File: src/rtl/cph_pkg.sv
package cph_pkg;

   typedef enum logic [2:0] {
      CPH_IDLE = 3'd0,
      CPH_REQ  = 3'd1,
      CPH_WAIT = 3'd2,
      CPH_DONE = 3'd3,
      CPH_TRAP = 3'd4
   } cph_state_t;

   localparam int unsigned CPH_TIMEOUT_MAX = 65535;

endpackage

File: src/rtl/cph_timeout.sv
module cph_timeout #(
   parameter int unsigned LIMIT = 0
) (
   input  logic clk,
   input  logic rst_n,
   input  logic waiting_i,
   output logic expire_o
);

   localparam int unsigned CNT_W = (LIMIT > 1) ? $clog2(LIMIT) : 1;

   generate
      if (LIMIT == 0) begin : g_off
         logic unused_tie;
         assign unused_tie = ^{clk, rst_n, waiting_i};
         assign expire_o   = 1'b0;
      end else begin : g_on
         localparam logic [CNT_W-1:0] LAST = CNT_W'(LIMIT - 1);
         logic [CNT_W-1:0] cnt_q;

         always_ff @(posedge clk or negedge rst_n) begin
            if (!rst_n) begin
               cnt_q <= '0;
            end else if (!waiting_i) begin
               cnt_q <= '0;
            end else if (cnt_q != LAST) begin
               cnt_q <= cnt_q + 1'b1;
            end
         end

         assign expire_o = waiting_i && (cnt_q == LAST);
      end
   endgenerate

endmodule

File: src/rtl/cph_fsm.sv
module cph_fsm
   import cph_pkg::*;
(
   input  logic       clk,
   input  logic       rst_n,
   input  logic       issue_i,
   input  logic       absent_i,
   input  logic       busy_i,
   input  logic       expire_i,
   output cph_state_t state_o
);

   cph_state_t state_q, state_d;

   always_comb begin
      state_d = state_q;
      unique case (state_q)
         CPH_IDLE: if (issue_i) state_d = CPH_REQ;
         CPH_REQ: begin
            if (absent_i)     state_d = CPH_TRAP;
            else if (!busy_i) state_d = CPH_DONE;
            else              state_d = CPH_WAIT;
         end
         CPH_WAIT: begin
            if (absent_i)      state_d = CPH_TRAP;
            else if (!busy_i)  state_d = CPH_DONE;
            else if (expire_i) state_d = CPH_TRAP;
            else               state_d = CPH_WAIT;
         end
         CPH_DONE: state_d = CPH_IDLE;
         CPH_TRAP: state_d = CPH_IDLE;
         default:  state_d = CPH_IDLE;
      endcase
   end

   always_ff @(posedge clk or negedge rst_n) begin
      if (!rst_n) state_q <= CPH_IDLE;
      else        state_q <= state_d;
   end

   assign state_o = state_q;

endmodule

File: src/rtl/cph_outdec.sv
module cph_outdec
   import cph_pkg::*;
(
   input  cph_state_t state_i,
   output logic       req_n_o,
   output logic       stall_o,
   output logic       waiting_o,
   output logic       done_o,
   output logic       trap_o
);

   logic active;

   assign active    = (state_i == CPH_REQ) || (state_i == CPH_WAIT);
   assign req_n_o   = !active;
   assign stall_o   = active;
   assign waiting_o = (state_i == CPH_WAIT);
   assign done_o    = (state_i == CPH_DONE);
   assign trap_o    = (state_i == CPH_TRAP);

endmodule

File: src/rtl/cp_handshake_ctrl.sv
module cp_handshake_ctrl
   import cph_pkg::*;
#(
   parameter int unsigned TIMEOUT_CYCLES = 0
) (
   input  logic clk,
   input  logic rst_n,
   input  logic issue_i,
   input  logic cp_absent_i,
   input  logic cp_busy_i,
   output logic cp_req_n_o,
   output logic stall_o,
   output logic done_o,
   output logic undef_trap_o
);

   generate
      if (TIMEOUT_CYCLES > CPH_TIMEOUT_MAX) begin : g_bad_limit
         $error("cp_handshake_ctrl: TIMEOUT_CYCLES above supported maximum");
      end
   endgenerate

   cph_state_t state;
   logic       waiting;
   logic       expire;

   cph_fsm u_fsm (
      .clk      (clk),
      .rst_n    (rst_n),
      .issue_i  (issue_i),
      .absent_i (cp_absent_i),
      .busy_i   (cp_busy_i),
      .expire_i (expire),
      .state_o  (state)
   );

   cph_timeout #(.LIMIT(TIMEOUT_CYCLES)) u_tmo (
      .clk       (clk),
      .rst_n     (rst_n),
      .waiting_i (waiting),
      .expire_o  (expire)
   );

   cph_outdec u_dec (
      .state_i   (state),
      .req_n_o   (cp_req_n_o),
      .stall_o   (stall_o),
      .waiting_o (waiting),
      .done_o    (done_o),
      .trap_o    (undef_trap_o)
   );

endmodule

File: config.mk
export PLATFORM = sky130hd
export DESIGN_NAME = cp_handshake_ctrl
export DESIGN_NICKNAME = d
export VERILOG_FILES = /design/src/rtl/cph_pkg.sv /design/src/rtl/cph_timeout.sv /design/src/rtl/cph_fsm.sv /design/src/rtl/cph_outdec.sv /design/src/rtl/cp_handshake_ctrl.sv
export SDC_FILE = /design/constraint.sdc
export NUM_CORES = 1
export LEC_CHECK = 0
export BUFFER_PORTS_ARGS = -buffer_cell sky130_fd_sc_hd__buf_2
export CORE_AREA = 3 3 40 42
export CTS_CLUSTER_SIZE = 25
export DETAILED_ROUTE_END_ITERATION = 16
export DIE_AREA = 0 0 43 45
export SLEW_MARGIN = 10
export SYNTH_ARGS = -nofsm -noshare
export SYNTH_HDL_FRONTEND = slang
export SYNTH_SLANG_ARGS = --single-unit
File: constraint.sdc
create_clock -name clk -period 1.09 [get_ports clk]
set_input_delay 0.218 -clock clk [delete_from_list [all_inputs] [get_ports clk]]
set_output_delay 0.218 -clock clk [all_outputs]
set_load 0.02 [all_outputs]
# Yosys cells after proc, flatten, opt, wreduce, memory -nomap -nowiden
# Cells that the tools add are included.
totals:
  regBits: 3
  in_bits: 5
  wordCells: 14
op_classes:
  eq_ne: 5
  muxes: 4
  n_reduce_logical: 4
op_table:
  columns: ["op", "count"]
  rows:
  - ["3-bit by 2-bit equality test with 1-bit output (second input constant)", 2]
  - ["3-bit two-way mux", 2]
  - ["3-bit case mux with 2 select lines", 1]
  - ["3-bit by 1-bit equality test with 1-bit output (second input constant)", 1]
  - ["3-bit equality test (second input constant)", 1]
  - ["3-bit logical NOT", 1]
  - ["2-bit inequality test (second input constant)", 1]
  - ["2-bit OR reduction", 1]
  - ["1-bit logical NOT", 1]
  - ["1-bit logical OR", 1]
  - ["1-bit two-way mux", 1]

# Longest topological paths before layout
logic_depth:
  depth_word: 3
  mapped_depth: 2

# Modules after synthesis
# Synthesis repeated with hierarchy kept, for this count alone.
unflattened:
  hier_cells: 23
  area_unflattened_um2: 203.9
modules_own_cells:
  columns: ["mod", "instances", "cells_per_inst", "area_per_inst_um2", "seq_area_each_um2"]
  rows:
  - ["cph_fsm", 1, 15, 143.9, 75.1]
  - ["cph_outdec", 1, 6, 48.8, 0.0]
  - ["cph_timeout", 1, 2, 11.3, 0.0]

# Worst setup path after synthesis
# OpenSTA, ideal clock, no wires.
synth_timing:
  kind: "reg2out"
  startpoint: "reg u_fsm.state_q[0], in the netlist u_fsm.state_o[0]"
  endpoint: "out undef_trap_o"
  t_arrival_ps: 917
  required_ps: 872
  setup_slack_ps: -45
  stages_incl_launch_ff: 2
  n_path_buf: 0
  path_cell_list: "dfrtp_1 -> nor3_1"
synth_between:
  elab_chain_len: 1
synth_rtl:
  columns: ["item", "line_no", "rtl"]
  rows:
  - ["from (decl)", "cph_fsm.sv:13", "cph_state_t state_q, state_d;"]
  - ["from (signal assigned)", "cph_fsm.sv:38", "else state_q <= state_d;"]
  - ["3-bit equality test", "cph_outdec.sv:19", "assign trap_o = (state_i == CPH_TRAP);"]
  - ["to (decl)", "cp_handshake_ctrl.sv:14", "output logic undef_trap_o"]
# No other way between the ends.

# Final worst setup path
layout_timing:
  startpoint: "reg u_fsm.state_q[0], in the netlist u_fsm.state_o[0]"
  endpoint: "out cp_req_n_o"
layout_between:
  elab_chain_len: 3
  elab_cells_between_ends: 4
  cone_classes: "eq/ne: 2; reduce/logical: 2"
layout_rtl:
  columns: ["item", "line_no", "rtl"]
  rows:
  - ["3-bit by 1-bit equality test with 1-bit output / 3-bit by 2-bit equality test with 1-bit output (equally long branches)", "cph_outdec.sv:14", "assign active = (state_i == CPH_REQ) || (state_i == CPH_WAIT);"]
  - ["1-bit logical OR (*)", "cph_outdec.sv:14", null]
  - ["1-bit logical NOT (*)", "cph_outdec.sv:15", "assign req_n_o = !active;"]
  - ["to (decl)", "cp_handshake_ctrl.sv:11", "output logic cp_req_n_o,"]
# Mark *: on every way between the ends. The rest lies on a longest branch, timed or not.

==> flow_metrics.tcl <==
set metrics [dict create \
    chipWidth_um 43 \
    period_needed_ps 1370 \
    internal_power_uw 757 \
    tightest_slew_ps 218 \
    design_area_sq_um 309 \
    num-fill-cells 147 \
    rsz0062_at_grt "yes" \
    root_buffer "clkbuf_4" \
    area_delta_synth_final_pct 101 \
    largest_reg_flops 3 \
    relSlewSlack 0.853 \
    cp-start-kind "flip-flop" \
    fin_hold_ws_ps 215 \
    cts_buffers 3 \
    wl_per_cell_um 8.23 \
    die_area_sq_um 1940 \
    timing.fmax_mhz 728 \
    outcome "finished, violations left" \
    start_util 0.120 \
    synthTopCellsByCount "dfrtp_1 (3), nor3_1 (2), nor3b_1 (2)" \
    yosysTopAreaCell "dfrtp_1" \
    yosysSeqAreaShare 0.488 \
    switchingPower_uw 459 \
    min_period_over_period 1.26 \
    grt_max_degree 6 \
    detail-route-antenna-nets 0 \
    synth_cells 15 \
    path_clk_slew_ps 40 \
    yosysUniqueCellTypes 11 \
    worst-path-max-fanout 3 \
    violations "setup timing" \
    ys_ff_latch 3 \
    drive_gt1_frac 0.594 \
    synth-main-ff-cell "dfrtp_1" \
    cts.sinks 3 \
    vias 175 \
    routed_wl_um 387 \
    fin_tns_setup_ps -959 \
    fp-row-count 13 \
    syn_avg_cell_area_sq_um 10.3 \
    coreArea_sq_um 1280 \
    end_kind "output pin" \
    antenna_found_initial 0 \
    gr-total-overflow 0 \
    drt_iter0_drc 1 \
    synth-edff-count 0 \
    clock_latency_ps 230 \
    fin_skew_ps 4.88 \
    ys_async_sr_fraction 1.00 \
    firstDrtPassIters 2 \
    worst_slack_ps -283 \
    syn_nets 20 \
    clock_path_buffers 2 \
    hold_path.class "input pin to flip-flop" \
    nets 38 \
    syn_area_sq_um 154 \
    power.share.switching 0.377 \
    track_usage 0.0492 \
    share_comb_of_total_power 0.648 \
    peakVddDrop_v 0.000759 \
    gp_congestion 0.656 \
    final_max_slew_viol_count 0 \
    drv_cap 0 \
    p_seq_frac 0.189 \
    yosysMostFrequentCell "dfrtp_1" \
    arrival_ps 1160 \
    drc 0 \
    die_y_um 45 \
    hold_viol_final 0 \
    setup_viol 6 \
    place_area_sq_um 235 \
    grt_pass1_vias 180 \
    synth.area.top_cells "dfrtp_1 (49%), nor3b_1 (9.8%), nor3_1 (6.5%), o311a_1 (6.5%), xnor2_1 (5.7%)" \
    required_ps 870 \
    io_buffers 8 \
    clkPwrFrac 0.163 \
    synth_top_area_share 0.488 \
    ios 9 \
    cts_htree_levels 1 \
    leakagePower_uw 0.000153 \
    cts_tree "yes" \
    vias_per_cell 3.72 \
    antenna_cells 0 \
    grt_pass1_wl_um 614 \
    power_density_nw_per_um2 3930 \
    yosysWarningCount 0 \
    timing_worst_setup_path_type "flip-flop to output pin" \
]
-- final cells by class --
cell class / instances / area [sq um] / share of cell area
Clock buffer: 4 / 26.3 / 0.0850
Multi-Input combinational cell: 11 / 90.1 / 0.291
Tap cell: 15 / 18.8 / 0.0607
Sequential cell: 3 / 75.1 / 0.243
Timing Repair Buffer: 13 / 95.1 / 0.308
Inverter: 1 / 3.75 / 0.0121
-- logic make-up (layout without fill, tap and decap cells) --
kind of cell,Yosys count,after routing,synth area share
AOI/OAI and AO/OA,2,2,0.114
xor gates and xnor gates,1,1,0.0569
buffers and inverters,1,18,0.0244
DFF,3,3,0.488
and+or+nand+nor,8,8,0.317
-- per-stage QoR --
step	util	cells	power (uW)	worst slack (ps)
floorplan	-	15	595	-11.2
global placement	0.183	40	788	-78.4
detailed placement	0.183	40	790	-91.3
CTS	0.235	46	1190	-295
global route	0.241	47	1310	-329
finish	0.241	47	1220	-283
-- cell usage in the layout (no fill, tap or decap), drive strengths merged, types with 2 or more instances in the layout --
cell type,netlist,routed
nor3b,2,2
buf,0,12
clkbuf,0,4
dfrtp,3,3
nor3,2,2
-- power by group through the flow --
| stage | registers (uW) | clock network, uW | logic [uW] |
|---|---|---|---|
| after detailed placement | 218 | 0 | 572 |
| after global placement | 215 | 0 | 573 |
| after floorplan | 236 | 0 | 359 |
| final | 230 | 198 | 788 |
| after global routing | 243 | 224 | 846 |
| after CTS | 232 | 207 | 747 |
-- worst paths after layout --
path	startpoint	to	slack, ps	cells past startpoint
setup / recovery	u_fsm.state_o[0]	cp_req_n_o	-280	3
hold / removal	cp_absent_i	u_fsm.state_o[1]	220	2
setup reg to reg	u_fsm.state_o[1]	u_fsm.state_o[0]	-40	3
hold reg to reg	u_fsm.state_o[2]	u_fsm.state_o[2]	500	1
max in group asynchronous	rst_n	u_fsm.state_o[1]	680	2
min in group asynchronous	rst_n	u_fsm.state_o[0]	300	2
-- metal layers --
| layer | track usage | wire length (um) | vias to the layer above |
|---|---|---|---|
| met5 | 0 | 0 | - |
| met4 | 0.0542 | 0 | 0 |
| met3 | 0.0398 | 42 | 0 |
| met2 | 0.0689 | 180 | 6 |
| met1 | 0.0413 | 165 | 82 |
| li1 | - | - | 87 |
-- critical path, cell delays in order (launching register included) --
cell,delay (ps)
dfrtp_1,400
xnor2_2,160
or2_4,230
buf_6,130
-- what timing repair did --
action                     CTS  global route
hold endpoints to repair     3             0
pin swaps                    2             2
setup endpoints to repair    5             5
buffers inserted             1             1
gates cloned                 0             0
hold buffers                 1             0
gates resized for setup      6             0
Note: power is estimated with default switching activity, not from simulation.
